[config.mk]
export PLATFORM = sky130hd
export DESIGN_NAME = egress_stamp_reporter
export DESIGN_NICKNAME = d
export VERILOG_FILES = /design/src/rtl/egts_pkg.sv /design/src/rtl/egts_pending_fifo.sv /design/src/rtl/egts_ctrl.sv /design/src/rtl/egress_stamp_reporter.sv
export SDC_FILE = /design/constraint.sdc
export NUM_CORES = 1
export LEC_CHECK = 0
export BUFFER_PORTS_ARGS = -buffer_cell sky130_fd_sc_hd__buf_2
export CAP_MARGIN = 5
export CORE_ASPECT_RATIO = 1.75
export CORE_MARGIN = 4
export CORE_UTILIZATION = 34
export CTS_BUF_LIST = sky130_fd_sc_hd__clkbuf_8 sky130_fd_sc_hd__clkbuf_16
export DETAILED_ROUTE_END_ITERATION = 16
export SETUP_SLACK_MARGIN = 0.1
export SLEW_MARGIN = 20
export SYNTH_ARGS = -nofsm -noshare
export SYNTH_HDL_FRONTEND = slang
export SYNTH_SLANG_ARGS = --single-unit
[constraint.sdc]
create_clock -name clk -period 11.02 [get_ports clk]
set_input_delay 2.204 -clock clk [delete_from_list [all_inputs] [get_ports clk]]
set_output_delay 2.204 -clock clk [all_outputs]
set_load 0.1 [all_outputs]
[src/rtl/egts_pkg.sv]
package egts_pkg;

    // width of the captured time-of-day word
    localparam int TS_W = 96;

    // occupancy of the pending-capture store
    typedef enum logic [1:0] {
        OCC_EMPTY   = 2'd0,
        OCC_PARTIAL = 2'd1,
        OCC_FULL    = 2'd2
    } occ_state_e;

endpackage

[src/rtl/egts_pending_fifo.sv]
module egts_pending_fifo #(
    parameter int W     = 8,
    parameter int DEPTH = 4,
    localparam int AW   = (DEPTH > 1) ? $clog2(DEPTH) : 1,
    localparam int CW   = $clog2(DEPTH + 1)
) (
    input  logic          clk,
    input  logic          rst_n,
    input  logic          push_i,
    input  logic [W-1:0]  din_i,
    input  logic          pop_i,
    output logic [W-1:0]  dout_o,
    output logic [CW-1:0] count_o
);

    logic [W-1:0]  slot_q [DEPTH];
    logic [AW-1:0] wr_ptr_q;
    logic [AW-1:0] rd_ptr_q;
    logic [CW-1:0] count_q;

    function automatic logic [AW-1:0] ptr_next(input logic [AW-1:0] p);
        return (p == AW'(DEPTH - 1)) ? '0 : p + AW'(1);
    endfunction

    // one storage register per slot, written only when selected
    for (genvar gi = 0; gi < DEPTH; gi++) begin : g_slot
        always_ff @(posedge clk) begin
            if (push_i && (wr_ptr_q == AW'(gi))) begin
                slot_q[gi] <= din_i;
            end
        end
    end

    always_ff @(posedge clk or negedge rst_n) begin
        if (!rst_n) begin
            wr_ptr_q <= '0;
            rd_ptr_q <= '0;
            count_q  <= '0;
        end else begin
            if (push_i) begin
                wr_ptr_q <= ptr_next(wr_ptr_q);
            end
            if (pop_i) begin
                rd_ptr_q <= ptr_next(rd_ptr_q);
            end
            unique case ({push_i, pop_i})
                2'b10:   count_q <= count_q + CW'(1);
                2'b01:   count_q <= count_q - CW'(1);
                default: count_q <= count_q;
            endcase
        end
    end

    assign dout_o  = slot_q[rd_ptr_q];
    assign count_o = count_q;

    // the store never holds more than DEPTH captures
    p_count_bound_r9: assert property (@(posedge clk) disable iff (!rst_n)
        count_q <= CW'(DEPTH));

    // a report is only taken from a non-empty store
    p_pop_nonempty_r6: assert property (@(posedge clk) disable iff (!rst_n)
        pop_i |-> (count_q != '0));

endmodule

[src/rtl/egts_ctrl.sv]
module egts_ctrl
    import egts_pkg::*;
#(
    parameter int DEPTH   = 4,
    parameter int LATENCY = 8,
    parameter int CNT_W   = 5,
    localparam int CW     = $clog2(DEPTH + 1)
) (
    input  logic             clk,
    input  logic             rst_n,
    input  logic             frame_start_i,
    input  logic             stamp_req_i,
    input  logic [CW-1:0]    count_i,
    input  logic [CNT_W-1:0] head_due_i,
    output logic             push_o,
    output logic             pop_o,
    output logic [CNT_W-1:0] due_o,
    output logic             overflow_o
);

    occ_state_e       state_q;
    occ_state_e       state_d;
    logic [CNT_W-1:0] cyc_q;
    logic             ovf_q;
    logic             want_cap;

    assign want_cap = frame_start_i && stamp_req_i;

    // state register, free-running cycle counter and sticky overflow
    always_ff @(posedge clk or negedge rst_n) begin
        if (!rst_n) begin
            state_q <= OCC_EMPTY;
            cyc_q   <= '0;
            ovf_q   <= 1'b0;
        end else begin
            state_q <= state_d;
            cyc_q   <= cyc_q + CNT_W'(1);
            if (want_cap && !push_o) begin
                ovf_q <= 1'b1;
            end
        end
    end

    // next-state logic
    always_comb begin
        state_d = state_q;
        unique case (state_q)
            OCC_EMPTY: begin
                if (push_o) begin
                    state_d = OCC_PARTIAL;
                end
            end
            OCC_PARTIAL: begin
                if (push_o && !pop_o && (count_i == CW'(DEPTH - 1))) begin
                    state_d = OCC_FULL;
                end else if (pop_o && !push_o && (count_i == CW'(1))) begin
                    state_d = OCC_EMPTY;
                end
            end
            OCC_FULL: begin
                if (pop_o && !push_o) begin
                    state_d = OCC_PARTIAL;
                end
            end
            default: state_d = OCC_EMPTY;
        endcase
    end

    // outputs: report when the head entry is due, accept when room exists
    always_comb begin
        pop_o  = (state_q != OCC_EMPTY) && (head_due_i == cyc_q);
        push_o = want_cap && ((state_q != OCC_FULL) || pop_o);
        due_o  = cyc_q + CNT_W'(LATENCY);
    end

    assign overflow_o = ovf_q;

    // a request meeting a full store with no report raises overflow
    p_ovf_set_r7: assert property (@(posedge clk) disable iff (!rst_n)
        (want_cap && (count_i == CW'(DEPTH)) && !pop_o) |=> overflow_o);

    // overflow never clears without reset
    p_ovf_sticky_r8: assert property (@(posedge clk) disable iff (!rst_n)
        overflow_o |=> overflow_o);

endmodule

[src/rtl/egress_stamp_reporter.sv]
module egress_stamp_reporter
    import egts_pkg::*;
#(
    parameter int FP_W    = 4,
    parameter int DEPTH   = 4,
    parameter int LATENCY = 8,
    localparam int CNT_W  = $clog2(LATENCY + 1) + 1,
    localparam int ENT_W  = FP_W + TS_W + CNT_W,
    localparam int CW     = $clog2(DEPTH + 1)
) (
    input  logic            clk,
    input  logic            rst_n,
    input  logic            frame_start_i,
    input  logic            stamp_req_i,
    input  logic [FP_W-1:0] stamp_fp_i,
    input  logic [TS_W-1:0] tod_i,
    output logic            stamp_valid_o,
    output logic [TS_W-1:0] stamp_o,
    output logic [FP_W-1:0] stamp_fp_o,
    output logic            overflow_o
);

    logic             push;
    logic             pop;
    logic [CNT_W-1:0] due;
    logic [ENT_W-1:0] head;
    logic [CW-1:0]    count;
    logic [FP_W-1:0]  head_fp;
    logic [TS_W-1:0]  head_ts;
    logic [CNT_W-1:0] head_due;

    assign {head_fp, head_ts, head_due} = head;

    egts_ctrl #(
        .DEPTH   (DEPTH),
        .LATENCY (LATENCY),
        .CNT_W   (CNT_W)
    ) u_ctrl (
        .clk           (clk),
        .rst_n         (rst_n),
        .frame_start_i (frame_start_i),
        .stamp_req_i   (stamp_req_i),
        .count_i       (count),
        .head_due_i    (head_due),
        .push_o        (push),
        .pop_o         (pop),
        .due_o         (due),
        .overflow_o    (overflow_o)
    );

    egts_pending_fifo #(
        .W     (ENT_W),
        .DEPTH (DEPTH)
    ) u_fifo (
        .clk     (clk),
        .rst_n   (rst_n),
        .push_i  (push),
        .din_i   ({stamp_fp_i, tod_i, due}),
        .pop_i   (pop),
        .dout_o  (head),
        .count_o (count)
    );

    // report register: one-cycle strobe, data held between reports
    always_ff @(posedge clk or negedge rst_n) begin
        if (!rst_n) begin
            stamp_valid_o <= 1'b0;
            stamp_o       <= '0;
            stamp_fp_o    <= '0;
        end else begin
            stamp_valid_o <= pop;
            if (pop) begin
                stamp_o    <= head_ts;
                stamp_fp_o <= head_fp;
            end
        end
    end

    // every strobe stems from a due entry one edge earlier
    p_report_from_due_r5: assert property (@(posedge clk) disable iff (!rst_n)
        stamp_valid_o |-> $past(pop));

    // with no pending entry and no accepted request, nothing is reported next
    p_no_phantom_r2: assert property (@(posedge clk) disable iff (!rst_n)
        ((count == '0) && !push) |=> !stamp_valid_o);

endmodule

## Word level (Yosys, flattened, before mapping)

Memories as Yosys holds them, arrays and structs flattened.
Cells that the tools add are included.

- Register bits after elaboration: 116
- RAM bits: 420
- Input port bits: 104
- Output and inout port bits: 102
- Logic and storage cells: 79
- Memories kept: 1

- Add/subtract/negate cells: 6
- Equal/unequal tests: 15
- Mux-type cells: 25
- Reductions and logical operators: 23

Memories:

| name | depth | bits a word | rd ports | clocked after Yosys merged registers in | wr ports | line | RTL |
|---|---|---|---|---|---|---|---|
| u_fifo.slot_q | 4 | 105 | 1 | 0 | 1 | egts_pending_fifo.sv:16 | `logic [W-1:0] slot_q [DEPTH];` |

Operator list:

| cell | count |
|---|---|
| 2-to-1 mux 105 bit | 3 |
| OR reduction 105 bit | 3 |
| 2-to-1 mux 2 bit | 9 |
| logical AND 1 bit | 12 |
| 2-to-1 mux 1 bit | 11 |
| equality test 2 bit (second input constant) | 5 |
| equality test 2 x 1 -> 1 bit (second input constant) | 3 |
| one-hot mux 2 bit (3 select lines) | 1 |
| one-hot mux 3 bit (2 select lines) | 1 |
| adder 5 x 1 -> 5 bit (second input constant) | 1 |
| adder 5 x 4 -> 5 bit (second input constant) | 1 |
| equality test 5 bit | 1 |
| adder 2 x 1 -> 2 bit (second input constant) | 2 |
| zero test 2 bit | 2 |
| != test 2 x 1 -> 1 bit (second input constant) | 2 |
| nonzero test 2 bit | 2 |
| adder 3 x 1 -> 3 bit (second input constant) | 1 |
| equality test 3 x 1 -> 1 bit (second input constant) | 1 |
| equality test 3 x 2 -> 1 bit (second input constant) | 1 |
| != test 3 x 1 -> 1 bit (second input constant) | 1 |
| AND reduction 3 bit | 1 |
| subtractor 3 x 1 -> 3 bit (second input constant) | 1 |
| zero test 1 bit | 2 |
| != test 2 bit (second input constant) | 1 |
| logical OR 1 bit | 1 |

## Longest topological paths before layout

An unclocked memory read counts as a cell.

- Word-level depth: 12
- Depth in mapped cells: 9
- Depth with buffers taken out: 6

## Modules after synthesis

From an unflattened synthesis, not the netlist that was laid out.

- Cells, all modules: 843
- Area, all modules: 20264.4 sq um

Modules (own cells, without submodules):

| module | instances | cells each | area an instance (sq um) | sequential area each (sq um) |
|---|---|---|---|---|
| egts_pending_fifo | 1 | 582 | 15522.4 | 12787.3 |
| egress_stamp_reporter | 1 | 212 | 4240.3 | 2527.4 |
| egts_ctrl | 1 | 49 | 501.7 | 200.2 |

## Least setup slack after synthesis

Ideal clock, no wire load.

- Kind: input -> register
- Start: input port frame_start_i
- End: memory u_fifo.slot_q[0][0] in the netlist's numbering (enable)
- Library setup time: 0.476 ns
- Arrival: 5.207 ns
- Data required time: 10.544 ns
- Setup slack: 5.337 ns
- Stages on the path: 4
- Path buffers: 1
- Cell sequence: and2_1 > clkbuf_1 > o21a_1 > and2_1

- Longest elaborated chain between the ends: 9
- Elaborated cells between the ends (all ways): 23
- Those cells by class: mux: 14; reduce/logical: 9

RTL lines:

| item | line | RTL |
|---|---|---|
| start, declared | egress_stamp_reporter.sv:13 | `input logic frame_start_i,` |
| logical AND 1 bit (*) | egts_ctrl.sv:27 | `assign want_cap = frame_start_i && stamp_req_i;` |
| logical AND 1 bit (*) | egts_ctrl.sv:72 | `push_o = want_cap && ((state_q != OCC_FULL) \|\| pop_o);` |
| logical AND 1 bit | egts_pending_fifo.sv:28 | `if (push_i && (wr_ptr_q == AW'(gi))) begin` |
| 2-to-1 mux 1 bit | egts_pending_fifo.sv:28 |  |
| 2-to-1 mux 1 bit (implied by the code) | egts_pending_fifo.sv:29 | `slot_q[gi] <= din_i;` |
| OR reduction 105 bit (no line) | - |  |
| 2-to-1 mux 2 bit (no line) or 2-to-1 mux 1 bit (tied branches) (3 in a row) | - |  |
| end, declared | egts_pending_fifo.sv:16 |  |

Every way passes the cells marked *; elsewhere a longest branch is shown, timed or not.

## Final worst setup path

- Start: register u_fifo.rd_ptr_q[1]
- End: memory u_fifo.slot_q[0][38] in the netlist's numbering (enable)

- Longest elaborated chain between the ends: 12
- Elaborated cells between the ends (all ways): 26
- Those cells by class: eq/ne: 1; mux: 14; reduce/logical: 10; memory: 1

RTL lines:

| item | line | RTL |
|---|---|---|
| start, declared | egts_pending_fifo.sv:18 | `logic [AW-1:0] rd_ptr_q;` |
| start signal, assigned | egts_pending_fifo.sv:44 | `rd_ptr_q <= ptr_next(rd_ptr_q);` |
| memory read (4 x 105 bit) (*) | - |  |
| equality test 5 bit (*) | egts_ctrl.sv:71 | `pop_o = (state_q != OCC_EMPTY) && (head_due_i == cyc_q);` |
| logical AND 1 bit (*) | egts_ctrl.sv:71 |  |
| logical OR 1 bit (*) | egts_ctrl.sv:72 |  |
| logical AND 1 bit (*) | egts_ctrl.sv:72 |  |
| logical AND 1 bit | egts_pending_fifo.sv:28 |  |
| 2-to-1 mux 1 bit | egts_pending_fifo.sv:28 |  |
| 2-to-1 mux 1 bit (implied by the code) | egts_pending_fifo.sv:29 |  |
| OR reduction 105 bit (no line) | - |  |
| 2-to-1 mux 2 bit (no line) or 2-to-1 mux 1 bit (tied branches) (3 in a row) | - |  |

Marks and branches as above.

==> impl_metrics.toml <==
[run_status]
run_status = "finished clean"

[clocking]
postCtsSetupBuffers = 0
cts_buffer_depth = 3
numCtsBuffers = 47
htreeDepth = 2
root_buffer = "clkbuf_16"
ctsHoldBuffers = 0
clk_latency_ps = 570
clk_pin_slew_ps = 70
cts_tree = "done"
clock-sinks = 536
post_cts_resized = 0

[global_routing]
grt_max_degree = 74
grt_pass1_vias = 9770
grt-ovfl-total = 0
grt_pass1_wl_mm = 63.0
antenna_found_initial = 8
grt_use_total = 0.135

[detailed_routing]
drt-total-wl_mm = 42.0
drt_pass1_iterations = 5
drt-initial-drc-count = 537
antenna_left = 0
routed_via_density = 4.69
route.detailed.drc = 0
vias = 8833
wl_per_cell_um = 22.3

[pwr]
combPwrFrac = 0.353
seqPwrFrac = 0.408
power.density_nw_per_um2 = 291
switching_share = 0.398
p_leak_uw = 0.00826
switchingPower_uw = 2680
clkPwrFrac = 0.240
p_int_uw = 4060
ir_drop_mv = 0.258
power.total_uw = 6740

[sta]
skew_ps = 20.5
setup_violations = 0
fin_crit_ps = 4480
tns_ps = 0
worstMarginPinSlew_ps = 1000
timing.hold.ws_ps = 486
slew_viol_final = 0
slew_headroom = 0.333
worst_slack_ps = 6540
rsz0062_at_grt = "false"
post-route-period-util = 0.407
hold_violations = 0
fmax_ghz = 0.223

[worst_setup_path]
startpoint_type = "flop"
worstPathArrival_ps = 4660
worstSetupPathType = "reg -> reg"
crit_start = "u_fifo.rd_ptr_q[1]$_DFFE_PN0P_"
worstSetupEndpointType = "flop"
cpPeakStageDelay_ps = 1040
r2r_end = "u_fifo.slot_q[0][38]$_DFFE_PP_"
cp.required_ps = 11200
slowest_stage = "dfrtp_4"
critPathBufInv = 1
rrSetupSlack_ps = 6540
path_delay_family = "simple AND/OR/NAND/NOR gates"
path_depth = 7
crit_fanout = 61
path_cells = "mux4_2 > xnor2_1 > nand4_1 > nor3_4 > o21a_1 > and2_4 > buf_4"
endpoint = "u_fifo.slot_q[0][38]$_DFFE_PP_"
reg2reg_depth = 7
r2r-start = "u_fifo.rd_ptr_q[1]$_DFFE_PN0P_"

[yosys]
synth_area_per_cell_sq_um = 23.3
synth_ff_type = "edfxtp_1"
ys_seq_elements = 536
synth.area.top_cells = "edfxtp_1 64%, dfrtp_1 15%, mux4_2 12%"
yosys-top-cells-count = "420 x edfxtp_1, 116 x dfrtp_1, 105 x mux4_2, 104 x mux2_2, 24 x clkbuf_1"
synth-edff-count = 420
synth_area_leader_cell = "edfxtp_1"
synth.yosys.seq_area_share = 0.786
synth_nets = 963
syn_area_sq_um = 19700
synth_top_area_frac = 0.639
ys_warn_count = 0
synth-async-reset-ratio = 0.216
synth_cells = 849
synth.most_common_cell = "edfxtp_1"
yosysUniqueCellTypes = 31

[floorplanning]
initial_utilization = 0.344
die_y_um = 327
die_area_sq_um = 62200
coreArea_sq_um = 57300
rows = 116
ios = 206
die_w_um = 190

[final_layout]
final_layout_size_suffix_gt1_frac = 0.453
stdcell_count = 1883
fin_nets = 1189
area_delta_synth_final_pct = 17.2

[placement]
dp_hpwl_mm = 26.7
gp_congestion = 0.706
dp_slack_ps = 5960
port_buffers = 205
place_inst = 1793

[job]
cap_viol_max_count = 0

[min_path]
hold_class = "reg -> reg"
## kinds of logic (layout without fill, tap and decap cells)
group	Yosys count	in the layout	synth area share
DFF	536	536	0.786
xor gates and xnor gates	10	10	0.00444
adders and majority gates	10	10	0.00634
muxes	210	210	0.180
and+or+nand+nor	22	22	0.00596
AOI/OAI and AO/OA	16	16	0.00564
buffers and inverters	45	310	0.0124
other	0	2	0
## state kept, by name, indices dropped and copies added, names as in the netlist
register,count
u_fifo.slot_q,420
stamp_o,96
u_ctrl.cyc_q,5
stamp_fp_o,4
u_fifo.count_o,3
u_ctrl.state_q,2
u_fifo.rd_ptr_q,2
u_fifo.wr_ptr_q,2
stamp_valid_o,1
u_ctrl.overflow_o,1
## final cells by class
| cell class | instances | area, sq um |
|---|---|---|
| multi-input combinational | 268 | 4000 |
| fill | 5120 | 34200 |
| sequential | 536 | 15500 |
| clock buffer | 49 | 1200 |
| antenna | 2 | 5.00 |
| inverter | 7 | 26.3 |
| tap | 767 | 960 |
| clock inverter | 39 | 307 |
| timing repair buffer | 215 | 1110 |
## worst register-to-register path, cell delays in order, from the launching register on
cell     delay, ps
dfrtp_4       1040
mux4_2         480
xnor2_1        190
nand4_1        210
nor3_4         240
o21a_1         320
and2_4         680
buf_4          840
## per-stage QoR
step / utilization / cell area (sq um)
floorplan: - / 19700
global placement: 0.377 / 21600
detailed placement: 0.377 / 21600
CTS: 0.404 / 23100
global route: 0.404 / 23100
finish: 0.404 / 23100
## per-layer routing
metal  up-vias  global-route usage  part of all wire
met4         6              0.0419             0.024
met5         -                   0           0.00098
met2       182               0.252              0.56
met3        69              0.0265             0.043
met1      4653               0.154              0.37
li1       3923                   -                 -
## how the worst min path moves through the flow
stage | depth (start not counted) | slack [ps] | from | end
after floorplan | 1 | 490 | u_ctrl.state_q[0]$_DFFE_PN0P_ | u_ctrl.state_q[0]$_DFFE_PN0P_
after global placement | 1 | 470 | u_ctrl.overflow_o$_DFFE_PN0P_ | u_ctrl.overflow_o$_DFFE_PN0P_
after detailed placement | 1 | 480 | u_ctrl.overflow_o$_DFFE_PN0P_ | u_ctrl.overflow_o$_DFFE_PN0P_
after CTS | 1 | 500 | u_ctrl.overflow_o$_DFFE_PN0P_ | u_ctrl.overflow_o$_DFFE_PN0P_
after global routing | 1 | 510 | u_ctrl.overflow_o$_DFFE_PN0P_ | u_ctrl.overflow_o$_DFFE_PN0P_
final | 1 | 490 | u_ctrl.overflow_o$_DFFE_PN0P_ | u_ctrl.overflow_o$_DFFE_PN0P_
## cell usage in the layout, fill, tap and decap left out, types with 2 or more instances in the layout
master	n
bufinv_16	4
clkinv_4	2
nand2_1	4
ha_1	10
clkinvlp_4	5
buf_6	3
buf_4	8
clkbuf_16	47
clkinv_2	9
nor2_1	3
and2_4	4
o22ai_1	2
nand3_1	3
nor3_1	2
mux2_2	104
diode_2	2
xor2_1	3
xnor2_1	7
and2_1	2
o21ai_0	5
clkbuf_8	2
clkinv_1	4
nand2b_1	2
buf_2	204
mux4_2	105
edfxtp_1	420
inv_6	3
dfrtp_1	114
inv_1	19
dfrtp_4	2
o21bai_1	2
## power groups by stage
| stage | logic, uW | registers, uW | clock network (uW) |
|---|---|---|---|
| 2_1_floorplan | 788 | 3890 | 0 |
| 3_3_place_gp | 2410 | 2790 | 0 |
| 3_5_place_dp | 2420 | 2800 | 0 |
| 4_1_cts | 2420 | 2760 | 1670 |
| 5_1_grt | 2480 | 2800 | 1750 |
| 6_report | 2370 | 2750 | 1620 |
(Power assumes the default switching activity.)
